### src/rtl/aic_pkg.sv
package aic_pkg;
  localparam int NG       = 3;
  localparam int GRP_RX   = 0;
  localparam int GRP_TX   = 1;
  localparam int GRP_MISC = 2;
endpackage

### src/rtl/aic_sum_reg.sv
module aic_sum_reg #(
  parameter int NG = 3
) (
  input  logic          clk_i,
  input  logic          rst_ni,
  input  logic [NG-1:0] set_i,
  input  logic          clr_i,
  output logic [NG-1:0] sum_o
);
  for (genvar g = 0; g < NG; g++) begin : g_bit
    // set wins over clear so a coincident event survives the read
    always_ff @(posedge clk_i or negedge rst_ni) begin
      if (!rst_ni)       sum_o[g] <= 1'b0;
      else if (set_i[g]) sum_o[g] <= 1'b1;
      else if (clr_i)    sum_o[g] <= 1'b0;
    end
  end
endmodule

### src/rtl/aic_mask_reg.sv
module aic_mask_reg #(
  parameter int DW = 32
) (
  input  logic          clk_i,
  input  logic          rst_ni,
  input  logic          we_i,
  input  logic [DW-1:0] wdata_i,
  output logic [DW-1:0] mask_o
);
  always_ff @(posedge clk_i or negedge rst_ni) begin
    if (!rst_ni)   mask_o <= '1;
    else if (we_i) mask_o <= wdata_i;
  end
endmodule

### src/rtl/aic_irq_gen.sv
module aic_irq_gen #(
  parameter int NG = 3
) (
  input  logic          clk_i,
  input  logic          rst_ni,
  input  logic [NG-1:0] sum_i,
  input  logic [NG-1:0] mask_i,
  output logic          irq_o
);
  logic irq_d;

  assign irq_d = |(sum_i & ~mask_i);

  always_ff @(posedge clk_i or negedge rst_ni) begin
    if (!rst_ni) irq_o <= 1'b0;
    else         irq_o <= irq_d;
  end
endmodule

### src/rtl/aic_pseudo_cause.sv
module aic_pseudo_cause
  import aic_pkg::*;
#(
  parameter int DW        = 32,
  parameter int AW        = 2,
  parameter int SUM_ADDR  = 0,
  parameter int MASK_ADDR = 1
) (
  input  logic          clk_i,
  input  logic          rst_ni,
  input  logic [NG-1:0] grp_irq_i,
  input  logic          req_i,
  input  logic          we_i,
  input  logic [AW-1:0] addr_i,
  input  logic [DW-1:0] wdata_i,
  output logic [DW-1:0] rdata_o,
  output logic          irq_o
);
  logic          sel_sum, sel_mask;
  logic          rd_sum, wr_mask;
  logic [NG-1:0] sum_q;
  logic [DW-1:0] mask_q;

  assign sel_sum  = (addr_i == AW'(SUM_ADDR));
  assign sel_mask = (addr_i == AW'(MASK_ADDR));
  assign rd_sum   = req_i && !we_i && sel_sum;
  assign wr_mask  = req_i &&  we_i && sel_mask;

  aic_sum_reg #(.NG(NG)) u_sum (
    .clk_i  (clk_i),
    .rst_ni (rst_ni),
    .set_i  (grp_irq_i),
    .clr_i  (rd_sum),
    .sum_o  (sum_q)
  );

  aic_mask_reg #(.DW(DW)) u_mask (
    .clk_i   (clk_i),
    .rst_ni  (rst_ni),
    .we_i    (wr_mask),
    .wdata_i (wdata_i),
    .mask_o  (mask_q)
  );

  aic_irq_gen #(.NG(NG)) u_irq (
    .clk_i  (clk_i),
    .rst_ni (rst_ni),
    .sum_i  (sum_q),
    .mask_i (mask_q[NG-1:0]),
    .irq_o  (irq_o)
  );

  always_comb begin
    rdata_o = '0;
    if (sel_sum)       rdata_o[NG-1:0] = sum_q;
    else if (sel_mask) rdata_o = mask_q;
  end
endmodule

### config.mk
export PLATFORM = sky130hd
export DESIGN_NAME = aic_pseudo_cause
export DESIGN_NICKNAME = d
export VERILOG_FILES = /design/src/rtl/aic_pkg.sv /design/src/rtl/aic_sum_reg.sv /design/src/rtl/aic_mask_reg.sv /design/src/rtl/aic_irq_gen.sv /design/src/rtl/aic_pseudo_cause.sv
export SDC_FILE = /design/constraint.sdc
export NUM_CORES = 1
export LEC_CHECK = 0
export ABC_CLOCK_PERIOD_IN_PS = 2000
export CORE_MARGIN = 5
export CORE_UTILIZATION = 40
export CTS_BUF_LIST = sky130_fd_sc_hd__clkbuf_8 sky130_fd_sc_hd__clkbuf_16
export DETAILED_ROUTE_END_ITERATION = 10
export PLACE_DENSITY = 0.77
export SETUP_SLACK_MARGIN = 0.05
export SYNTH_ARGS = -nofsm -noshare
export SYNTH_HDL_FRONTEND = slang
export SYNTH_SLANG_ARGS = --single-unit
### constraint.sdc
create_clock -name clk_i -period 2 [get_ports clk_i]
set_input_delay 0.4 -clock clk_i [delete_from_list [all_inputs] [get_ports clk_i]]
set_output_delay 0.4 -clock clk_i [all_outputs]
set_load 0.005 [all_outputs]
* Word level (Yosys, flattened, before mapping)
Index checks and enable logic that the tools add are counted.
** Word-level totals
- Word-level logic and storage cells :: 25
- Flip-flop bits (word level) :: 36
- Output and inout bits :: 33
- Input port bits :: 41
** Cells by class
- Muxes and demuxes :: 7
- Reduce and logical (&&, ||, !) cells :: 10
- Bitwise gates (word level) :: 2
- Eq/ne operators :: 1
** Operators with widths (number)
- two-way mux 32 bit :: 1
- two-way mux 29 bit :: 1
- nonzero test 2 bit :: 3
- logical AND 1 bit :: 4
- two-way mux 1 bit :: 4
- bitwise AND 3 bit :: 1
- two-way mux 3 bit :: 1
- NOT 3 bit :: 1
- OR reduction 3 bit :: 1
- equality test 2 x 1 -> 1 bit, second input constant :: 1
- logical NOT 2 bit :: 1
- logical NOT 1 bit :: 1

* Logic depth before layout (Yosys ltp)
- Depth in word-level cells :: 5
- Mapped depth :: 5
- Depth with buffers taken out :: 2

* By module
Synthesis repeated with hierarchy kept, for this count alone.
** Unflattened totals
- Cell total of the unflattened synthesis :: 122
- Area total of the unflattened synthesis :: 1825.5 um2
** By module, submodules not included
- aic_mask_reg :: instances 1, sequential area each 840.8 um2, cells each 68, area an instance 1385.1 um2
- aic_pseudo_cause :: instances 1, sequential area each 0.0 um2, cells each 42, area an instance 285.3 um2
- aic_sum_reg :: instances 1, sequential area each 75.1 um2, cells each 7, area an instance 101.3 um2
- aic_irq_gen :: instances 1, sequential area each 25.0 um2, cells each 5, area an instance 53.8 um2

* Worst setup path before layout
Ideal clock, no wire load.
- Path kind :: input to output
- Start :: input addr_i[0]
- End :: output rdata_o[21]
- Required time :: 1.600 ns
- Cell stages on the path :: 5
- Arrival :: 1.160 ns
- Path slack :: 0.440 ns
- Path buffers :: 3
- Cells stage by stage :: buf_6 -> and2b_2 -> buf_2 -> clkbuf_1 -> and2_1
** Between the ends
- Word-level cells in the longest chain between the ends :: 3
- Elaborated cells between the ends (all ways) :: 4
- Classes of those cells :: eq/ne: 1; mux: 2; reduce/logical: 1
** Ends and longest elaborated chain
- from (decl) :: line aic_pseudo_cause.sv:14 : input logic [AW-1:0] addr_i,
- equality test 2 x 1 -> 1 bit :: line aic_pseudo_cause.sv:25 : assign sel_mask = (addr_i == AW'(MASK_ADDR));
- two-way mux 32 bit :: line aic_pseudo_cause.sv:56 : else if (sel_mask) rdata_o = mask_q;
- two-way mux 29 bit * :: line aic_pseudo_cause.sv:55 : if (sel_sum) rdata_o[NG-1:0] = sum_q;
- to (decl) :: line aic_pseudo_cause.sv:16 : output logic [DW-1:0] rdata_o,
Every way passes the cells marked *; elsewhere a longest branch is shown, timed or not.

* Worst setup path after layout
- Start :: input addr_i[1]
- End :: output rdata_o[29]
The elaborated chain is that of the path after synthesis.

==> flow_summary.json <==
{
  "outcome": "complete, no violations",
  "worst_ep_arrival_time_ns": 1.49,
  "core.rowCount": 23,
  "cts.reportedPaths.clkPinSlew_ns": 0.06,
  "vias_per_cell": 4.81,
  "cts_max_path_buffers": 2,
  "timing.final.hold_violations": 0,
  "cts_made_buffers": 5,
  "timing.critical_path.fanout_max": 7,
  "switching_power_uw": 433,
  "path_buf_inv": 2,
  "port_buffer_count": 73,
  "internal_power_uw": 1580,
  "cellLeakagePower_uw": 0.00113,
  "placement.cell_area_um2": 2450,
  "synth.avg_cell_area_um2": 13.8,
  "first_global_vias": 1305,
  "die_area_um2": 5520,
  "antenna_cells": 0,
  "layout_worst_path_cycle_share": 0.947,
  "synth_cells": 120,
  "final_core_util": 0.646,
  "drtPass1Iterations": 4,
  "rsz0062_at_grt": "false",
  "synth.yosys.seq_area_share": 0.569,
  "startpoint_type": "input pin",
  "post-dp-hpwl_um": 2820,
  "relative_area_change_from_synthesis_to_final_layout_pct": 56.2,
  "detail_route.drc_violations": 0,
  "filler_cell_count": 317,
  "grt_start_max_net_pins": 37,
  "finalWorstPathRequiredPeriod_ns": 1.89,
  "synth.area.top_cells": "sky130_fd_sc_hd__dfstp_2 (51%), sky130_fd_sc_hd__mux2_2 (20%), sky130_fd_sc_hd__and2_1 (11%), sky130_fd_sc_hd__dfrtp_1 (6.1%), sky130_fd_sc_hd__mux2i_1 (1.8%)",
  "cp-end-kind": "primary output",
  "cts.root.buffer_cell": "sky130_fd_sc_hd__clkbuf_8",
  "routed_vias": 1217,
  "netlist-cell-type-count": 17,
  "finalInstanceArea_um2": 2580,
  "worst_path_dominant_cell_family": "buffers and inverters",
  "global_route.overflow_total": 0,
  "share_of_cells_above_drive_strength_1": 0.419,
  "comb_power_share": 0.215,
  "criticalPathCategory": "input pin to primary output",
  "slew_headroom": 0.707,
  "r2r_setup_slk_ns": 1.14,
  "critical_path.cell_chain": "buf_2 > and2b_2 > and2_4 > clkdlybuf4s50_1",
  "final_max_slew_viol_count": 0,
  "initial_cell_density_of_the_core": 0.414,
  "seq_power_share": 0.519,
  "routed_wirelength_um": 4030,
  "synth.net_count": 161,
  "final.setup_skew_ns": 0.000490,
  "number_of_h_tree_levels": 2,
  "cts.sinks": 36,
  "synth_top_area_cell": "sky130_fd_sc_hd__dfstp_2",
  "peakVddDrop_mv": 0.499,
  "drt_iter0_drc": 31,
  "post-synth-top-area-fraction": 0.508,
  "min_path_type": "flip-flop to flip-flop",
  "critical_path.slowest_cell": "sky130_fd_sc_hd__clkdlybuf4s50_1",
  "clk_latency_ns": 0.27,
  "layout_nets": 244,
  "floorplan.io_pins": 74,
  "maxCapViolCount": 0,
  "tritoncts": "yes",
  "floorplan.core_area_um2": 4000,
  "die_width_um": 74.3,
  "post_synthesis_register_bit_count": 36,
  "clockPowerShare": 0.265,
  "antenna_violations_before_repair": 0,
  "grt.total_usage": 0.155,
  "critical_path.max_stage_delay_ns": 0.49,
  "pwr_density_cell_nw_per_um2": 780,
  "grt_pass1_wl_um": 6340,
  "fmax_mhz": 528,
  "syn_area_um2": 1650,
  "drt-wirelength-per-cell_um": 15.9,
  "tightestPinTransition_ns": 0.440,
  "power.switching_fraction": 0.215,
  "gpl.final_weighted_congestion": 0.866,
  "cp_required_ns": 1.60,
  "final_antenna_violating_net_count": 0,
  "ys.warnings.count": 0,
  "finalSetupViolations": 0,
  "chipHeight_um": 74.3
}
[cells by family (layout without fill, tap and decap cells)]
group | count (synthesis) | after routing | share of synthesized area
AO/OA/AOI/OAI | 4 | 4 | 0.0189
buffers and inverters | 9 | 89 | 0.0280
flip-flops | 36 | 36 | 0.569
multiplexers | 35 | 35 | 0.236
AND/OR/NAND/NOR | 36 | 39 | 0.148
[repair_timing]
action / 4_1_cts / 5_1_grt
setup endpoints to repair: 32 / 15
gates resized for setup: 23 / 3
buffers inserted: 3 / 0
hold buffers: 0 / 0
cloned: 3 / 0
[metal layers]
layer | track usage | wire, um | up-vias
li1 | - | - | 568
met1 | 0.187 | 1640 | 596
met2 | 0.260 | 2040 | 48
met3 | 0.0500 | 290 | 5
met4 | 0.0593 | 53 | 0
met5 | 0 | 0 | -
[power groups by stage]
stage | Clock (uW) | Combinational, uW | Sequential [uW]
6_report | 535 | 434 | 1050
5_1_grt | 588 | 473 | 1070
4_1_cts | 551 | 445 | 1050
3_5_place_dp | 0 | 442 | 1060
3_3_place_gp | 0 | 430 | 1050
2_1_floorplan | 0 | 209 | 1030
[cell type report]
class | instances | area (um2) | area share
multi-input cells | 78 | 698 | 0.270
flip-flops and latches | 36 | 941 | 0.364
clock buffers | 7 | 96.3 | 0.0373
repair buffers | 80 | 778 | 0.301
well taps | 50 | 62.6 | 0.0242
inverters | 2 | 7.51 | 0.00291
[sequential cells by signal, summed over array words and instances, names as in the netlist]
signal	cells
u_irq.irq_o	1
u_sum.sum_o	3
u_mask.mask_o	32
[final timing paths]
path,start,end,cells past startpoint
min,u_sum.sum_o[2],u_sum.sum_o[2],1
max in group asynchronous,rst_ni,u_mask.mask_o[5],2
max,addr_i[1],rdata_o[29],4
min reg2reg,u_sum.sum_o[2],u_sum.sum_o[2],1
max reg2reg,u_mask.mask_o[0],u_irq.irq_o,2
min in group asynchronous,rst_ni,u_irq.irq_o,2
[cell usage after synthesis]
library cell	instances
sky130_fd_sc_hd__a21o_1	3
sky130_fd_sc_hd__and2_1	29
sky130_fd_sc_hd__and2b_2	1
sky130_fd_sc_hd__buf_2	4
sky130_fd_sc_hd__buf_6	1
sky130_fd_sc_hd__clkbuf_1	2
sky130_fd_sc_hd__dfrtp_1	4
sky130_fd_sc_hd__dfstp_2	32
sky130_fd_sc_hd__inv_1	2
sky130_fd_sc_hd__mux2_1	2
sky130_fd_sc_hd__mux2_2	30
sky130_fd_sc_hd__mux2i_1	3
sky130_fd_sc_hd__nand2b_1	1
sky130_fd_sc_hd__nand4b_4	1
sky130_fd_sc_hd__nor2_1	3
sky130_fd_sc_hd__o221ai_1	1
sky130_fd_sc_hd__or4b_4	1
[per-stage QoR]
step | setup slack (ns) | power [uW] | instances | hold WS, ns | TNS (ns)
6_report | 0.106 | 2020 | 253 | 0.517 | 0
5_1_grt | 0.0679 | 2130 | 253 | 0.539 | 0
4_1_cts | 0.0548 | 2040 | 253 | 0.520 | 0
3_5_place_dp | -0.483 | 1500 | 240 | 0.506 | -13.26
3_3_place_gp | -0.444 | 1480 | 240 | 0.487 | -12.65
2_1_floorplan | 0.440 | 1240 | 120 | 0.104 | 0
[cells in the final DEF, fill, tap and decap left out]
cell type,count
sky130_fd_sc_hd__and2b_4,2
sky130_fd_sc_hd__a21o_1,3
sky130_fd_sc_hd__buf_2,2
sky130_fd_sc_hd__and2_1,28
sky130_fd_sc_hd__and2b_2,2
sky130_fd_sc_hd__clkbuf_8,7
sky130_fd_sc_hd__dlygate4sd2_1,10
sky130_fd_sc_hd__nand4b_4,1
sky130_fd_sc_hd__buf_4,6
sky130_fd_sc_hd__dlymetal6s2s_1,2
sky130_fd_sc_hd__mux2i_1,3
sky130_fd_sc_hd__mux2_1,2
sky130_fd_sc_hd__nor2_1,3
sky130_fd_sc_hd__nand2b_1,1
sky130_fd_sc_hd__o221ai_1,1
sky130_fd_sc_hd__inv_1,2
sky130_fd_sc_hd__clkdlybuf4s50_1,59
sky130_fd_sc_hd__dfrtp_1,4
sky130_fd_sc_hd__mux2_2,30
sky130_fd_sc_hd__buf_12,1
sky130_fd_sc_hd__and2_4,1
sky130_fd_sc_hd__or4b_4,1
sky130_fd_sc_hd__dfstp_2,32
[worst register-to-register path: cells and delay by family (launching register included)]
| family | cells | cell delay (ns) |
|---|---|---|
| and+or+nand+nor | 1 | 0.09 |
| AOI/OAI and AO/OA | 1 | 0.10 |
| DFF | 1 | 0.53 |
No activity file was read; power rests on OpenSTA's default activity.
